--- src/rtl/usw_pkg.sv ---
package usw_pkg;

    typedef enum logic [2:0] {
        ST_BOOT     = 3'd0,
        ST_ANNOUNCE = 3'd1,
        ST_IDLE     = 3'd2,
        ST_WRITE    = 3'd3,
        ST_COMMIT   = 3'd4
    } usw_state_e;

    localparam int USW_BUS_W = 16;

endpackage

--- src/rtl/usw_startup.sv ---
module usw_startup #(
    parameter int PULSE_LOW_CYC = 4,
    parameter int SYNC_STAGES   = 2
) (
    input  logic clk,
    input  logic rst_n,
    input  logic announce_i,
    input  logic ack_async_i,
    output logic pulse_done_o,
    output logic ack_sync_o
);

    localparam int CW = $clog2(PULSE_LOW_CYC + 1);

    logic [CW-1:0]          low_cnt;
    logic [SYNC_STAGES-1:0] ack_sr;

    // Counts cycles spent with the ready line driven low.
    always_ff @(posedge clk) begin
        if (!rst_n) begin
            low_cnt <= '0;
        end else if (announce_i) begin
            low_cnt <= low_cnt + 1'b1;
        end else begin
            low_cnt <= '0;
        end
    end

    assign pulse_done_o = announce_i && (low_cnt == CW'(PULSE_LOW_CYC - 1));

    // Multi-stage synchroniser for the bridge acknowledge.
    always_ff @(posedge clk) begin
        if (!rst_n) begin
            ack_sr <= '0;
        end else begin
            ack_sr <= {ack_sr[SYNC_STAGES-2:0], ack_async_i};
        end
    end

    assign ack_sync_o = ack_sr[SYNC_STAGES-1];

endmodule

--- src/rtl/usw_pktend.sv ---
module usw_pktend (
    input  logic clk,
    input  logic rst_n,
    input  logic req_i,
    input  logic fire_i,
    output logic pending_o
);

    // A new request re-arms. A fired strobe clears only when no new request arrives.
    always_ff @(posedge clk) begin
        if (!rst_n) begin
            pending_o <= 1'b0;
        end else begin
            pending_o <= req_i | (pending_o & ~fire_i);
        end
    end

endmodule

--- src/rtl/usw_bus_pack.sv ---
module usw_bus_pack #(
    parameter int DATA_W = 16,
    parameter int BUS_W  = 16
) (
    input  logic [DATA_W-1:0] din_i,
    output logic [BUS_W-1:0]  bus_o
);

    generate
        if (DATA_W < BUS_W) begin : g_narrow
            assign bus_o = {{(BUS_W - DATA_W){1'b0}}, din_i};
        end else begin : g_full
            assign bus_o = din_i;
        end
    endgenerate

endmodule

--- src/rtl/usb_stream_writer.sv ---
module usb_stream_writer
    import usw_pkg::*;
#(
    parameter int         DATA_W        = 16,
    parameter int         PULSE_LOW_CYC = 4,
    parameter int         SYNC_STAGES   = 2,
    parameter logic [1:0] EP_ADDR       = 2'b10
) (
    input  logic              clk,
    input  logic              rst_n,
    input  logic              full_n,
    input  logic              bridge_ack,
    input  logic              src_valid,
    input  logic [DATA_W-1:0] src_data,
    output logic              src_ready,
    input  logic              pkt_end_req,
    output logic              wr_n,
    output logic              oe_n,
    output logic [1:0]        fifo_addr,
    output logic [15:0]       fifo_data,
    output logic              pktend_n,
    output logic              clk_rdy
);

    usw_state_e state_q, state_d;
    logic       pulse_done;
    logic       ack_sync;
    logic       commit_pending;
    logic       commit_fire;
    logic       link_up;

    usw_startup #(
        .PULSE_LOW_CYC (PULSE_LOW_CYC),
        .SYNC_STAGES   (SYNC_STAGES)
    ) u_startup (
        .clk          (clk),
        .rst_n        (rst_n),
        .announce_i   (state_q == ST_ANNOUNCE),
        .ack_async_i  (bridge_ack),
        .pulse_done_o (pulse_done),
        .ack_sync_o   (ack_sync)
    );

    usw_pktend u_pktend (
        .clk       (clk),
        .rst_n     (rst_n),
        .req_i     (pkt_end_req),
        .fire_i    (commit_fire),
        .pending_o (commit_pending)
    );

    usw_bus_pack #(
        .DATA_W (DATA_W),
        .BUS_W  (USW_BUS_W)
    ) u_pack (
        .din_i (src_data),
        .bus_o (fifo_data)
    );

    assign link_up = ack_sync && full_n;

    // State register.
    always_ff @(posedge clk) begin
        if (!rst_n) begin
            state_q <= ST_BOOT;
        end else begin
            state_q <= state_d;
        end
    end

    // Next-state decision.
    always_comb begin
        state_d = state_q;
        unique case (state_q)
            ST_BOOT:     state_d = ST_ANNOUNCE;
            ST_ANNOUNCE: state_d = pulse_done ? ST_IDLE : ST_ANNOUNCE;
            ST_IDLE,
            ST_WRITE: begin
                if (link_up && commit_pending) begin
                    state_d = ST_COMMIT;
                end else if (link_up) begin
                    state_d = ST_WRITE;
                end else begin
                    state_d = ST_IDLE;
                end
            end
            ST_COMMIT:   state_d = ST_IDLE;
            default:     state_d = ST_BOOT;
        endcase
    end

    // Bridge-facing outputs.
    always_comb begin
        src_ready   = (state_q == ST_WRITE) && full_n;
        wr_n        = !(src_ready && src_valid);
        commit_fire = (state_q == ST_COMMIT) && full_n;
        pktend_n    = !commit_fire;
        clk_rdy     = (state_q != ST_ANNOUNCE);
        oe_n        = 1'b1;
        fifo_addr   = EP_ADDR;
    end

endmodule

--- config.mk ---
export PLATFORM = sky130hd
export DESIGN_NAME = usb_stream_writer
export DESIGN_NICKNAME = d
export VERILOG_FILES = /design/src/rtl/usw_pkg.sv /design/src/rtl/usw_startup.sv /design/src/rtl/usw_pktend.sv /design/src/rtl/usw_bus_pack.sv /design/src/rtl/usb_stream_writer.sv
export SDC_FILE = /design/constraint.sdc
export NUM_CORES = 1
export LEC_CHECK = 0
export BUFFER_PORTS_ARGS = -buffer_cell sky130_fd_sc_hd__buf_2
export CORE_UTILIZATION = 32
export DETAILED_ROUTE_END_ITERATION = 16
export MAX_ROUTING_LAYER = met4
export PLACE_DENSITY = 0.73
export SYNTH_ARGS = -nofsm -noshare
export SYNTH_HDL_FRONTEND = slang
export SYNTH_SLANG_ARGS = --single-unit
--- constraint.sdc ---
create_clock -name clk -period 1 [get_ports clk]
set_input_delay 0.05 -clock clk [delete_from_list [all_inputs] [get_ports clk]]
set_output_delay 0.05 -clock clk [all_outputs]
set_load 0.02 [all_outputs]
==> impl_results.md <==
* Overflow after GRT at 0
* Number of buffers added by the clock tree synthesis step at 3
* Placement row count at 13
* Overall routing resource usage at 0.09945
* Routed vias at ~360
* Number of antenna violations at the first check in global routing at 0
* Setup skew after layout at ~0.0065 ns
* Overall die area at 1743 um^2
* Starting Density at 0.3656
* Sequential cell area fraction in the yosys report at 0.3564
* Fraction of layout instances using a drive strength above 1 at 0.4746
* Routed Wire Length at 835 um
* H-tree depth at 1
* Via/cell ratio at just under 5
* Number of search-and-repair iterations in the first detailed-routing pass at 4
* Comb pwr share at 0.100
* Area occupied by multi-input gates at roughly 230 um^2
* Clk sink count at 9
* Clock insertion delay at the later pin of the skew report at 0.26 ns
* Number of DRC markers in iteration 0 at 12
* Min Hold Slack at 0.05076 ns
* Cell at the root of the clock tree: clkbuf_4
* Required time of the critical path at 0.95 ns
* Register share of total power at 0.510
* Highest ir drop seen on vdd at 0.8173 mV
* First-pass GRT wire length at about 1300 um
* Worst reg2reg path depth at 4
* Remaining number of nets flagged by the antenna check after routing at 0
* Period utilization at 1.133
* Count of fill cells added during filler insertion at 129
* Setup repair after global routing missed its margin: yes
* Post-Place Cells at 65
* Combined flip-flop and latch cell area at between 150 and 200 um^2
* Setup WS pre-CTS at -0.04393 ns
* Final weighted congestion in routability-driven placement at 0.7927
* Data arrival time of the worst path at 1.08 ns
* I/O pin count at 45
* IO Port Bufs at 9
* Final cell count without fillers at 74
* Switching share of power at 0.2549
* Worst min-delay path category: in -> reg
* N_diodes at 0
* Width of the die at 41.75 um
* Final slew viol count at 0
* Register bit count reported by yosys at 9
* Share of power burned in the clock network at 0.390
* Clock tree from TritonCTS: built
* HPWL Detailed at 488.5 um
* Total setup violations reported at the end of the flow at 4
* Area of the mapped netlist at 505.5 um^2
* Post-detailed-route wirelength per cell at 11.28 um
* CP Capture Type: primary output
* Post-route worst setup slack at -0.1334 ns
* Largest fanout of any net on the critical path at 6
* Clock-pin transition on the worst setup and hold timing paths at 0.07 ns
* Max-cap check violation count at 0
* Buffer levels on the longest clock path at 2
* Height of the die at 41.75 um
* Leakage power of the design at 0.2519 nW
* Sw power at between 0.15 and 0.2 mW
* YS warnings at 0
* Highest clock rate at just under 0.9 GHz
* Tmin final at 1.133 ns
* DR DRC count at 0
* P per Cell Area at between 1000 and 1500 nW/um^2
* Violations in the final reports: negative setup slack
* Critical Path Source Type: register
* Core region area at 1383 um^2
* Mean cell area of the mapped netlist at 8.568 um^2
* Hold Violations, Final at 0
* Number of distinct library cell variants in the gate-level netlist after synthesis at 18
* Vias in the first global route at 329
* Worst hold stages at 3
* Final #Nets at 84
* Category of the most critical setup path: reg -> out
* Synth-to-Final Area Change at 16.83%
* Maximum number of pins on one net before global-route repair at 8
* Result of the run: finished, violations left
* Cells after synthesis at 59
* Cell internal power dissipation at between 0.5 and 0.6 mW
## sequential cells by signal, summed over array words and instances (netlist names)
| signal | cells |
|---|---|
| state_q | 3 |
| u_startup.low_cnt | 3 |
| u_startup.ack_sr | 2 |
| u_pktend.pending_o | 1 |
## worst paths after layout
path / to / slack (ns) / from
min: state_q[1] / 0.05 / rst_n
max: wr_n / -0.13 / state_q[2]
min reg2reg: u_startup.ack_sr[1] / 0.44 / u_startup.ack_sr[0]
max reg2reg: state_q[1] / 0.01 / u_startup.low_cnt[0]
## worst max-delay path, cell delays in order (launching register included)
cell	delay (ns)
dfxtp_4	0.37
and4b_1	0.26
nand2_1	0.06
buf_6	0.13
## layout by cell type (no fill, tap or decap)
cell	instances
clkbuf_4	3
dfxtp_2	1
nand4bb_4	1
nor3_2	1
clkinv_2	1
inv_2	1
buf_2	6
and4b_1	2
a21oi_1	2
a31oi_1	1
and3_1	1
dlygate4sd3_1	2
buf_6	3
nor2_1	3
o21ai_0	1
nor4_1	1
and2_1	2
nand2_1	4
conb_1	3
nand3_1	1
inv_1	3
ha_4	2
nor3b_4	1
nand2_2	1
buf_4	3
a21oi_2	1
dfxtp_4	3
dfxtp_1	5
## metal layers
metal	global-route usage	share of wire	vias up	wire length (um)
met2	0.1688	0.49	20	407
met5	-	0	-	0
met1	0.07087	0.37	156	307
li1	-	-	172	-
met3	0.02174	0.077	10	64
met4	0.1419	0.066	0	55
## logic make-up (layout without fill, tap and decap cells)
family,count (synthesis),in the layout,share of synthesized area
buf+inv,23,22,0.3119
fa+ha+maj,2,2,0.04950
simple gates,18,18,0.2153
other cells,2,3,0.01486
compound gates,5,5,0.05197
flops,9,9,0.3564
## area by class of cell
type,instances,share of cell area
Clock buffer,3,0.03814
Timing Repair Buffer,14,0.1801
Sequential cell,9,0.3263
Tap cell,15,0.03178
Clock inverter,1,0.008475
Multi-Input combinational cell,28,0.3898
Inverter,4,0.02542
## cell usage after synthesis
cell / n / share of area
nand4bb_1: 1 / 0.022
nor3b_2: 1 / 0.025
conb_1: 2 / 0.015
nand2_1: 5 / 0.037
dfxtp_1: 9 / 0.36
and3_1: 1 / 0.012
buf_4: 19 / 0.28
a31oi_1: 1 / 0.012
inv_1: 4 / 0.030
o21ai_0: 1 / 0.0099
nor4_1: 1 / 0.012
nor3_1: 1 / 0.0099
and4b_1: 2 / 0.040
nand3_1: 1 / 0.0099
and2_1: 2 / 0.025
a21oi_1: 3 / 0.030
ha_1: 2 / 0.049
nor2_1: 3 / 0.022
## power by group through the flow
stage / registers [mW] / logic, mW / clock network (mW)
2_1_floorplan: 0.386 / 0.137 / 0
3_3_place_gp: 0.388 / 0.0531 / 0
3_5_place_dp: 0.388 / 0.0534 / 0
4_1_cts: 0.374 / 0.0654 / 0.295
5_1_grt: 0.379 / 0.0819 / 0.314
6_report: 0.378 / 0.0745 / 0.289
## repair_timing
| action | in CTS | in global routing |
|---|---|---|
| cloned | 0 | 0 |
| endpoints found under the hold margin | 2 | 0 |
| setup buffers | 2 | 1 |
| pin swaps | 3 | 4 |
| setup endpoints to repair | 6 | 6 |
| resized for setup | 14 | 8 |
| hold buffers | 2 | 0 |
## stage by stage
step | utilization | power [mW] | cell area (um^2) | setup TNS (ns)
6_report | 0.4271 | 0.7412 | 590.6 | -0.4327
5_1_grt | 0.4271 | 0.7753 | 590.6 | -0.8243
4_1_cts | 0.3964 | 0.7351 | 548.0 | -0.4529
3_5_place_dp | 0.3231 | 0.4415 | 446.7 | -0.04393
3_3_place_gp | 0.3231 | 0.4411 | 446.7 | -0.008764
2_1_floorplan | - | 0.5231 | 525.5 | 0
Power figures use the tool's default switching activity.
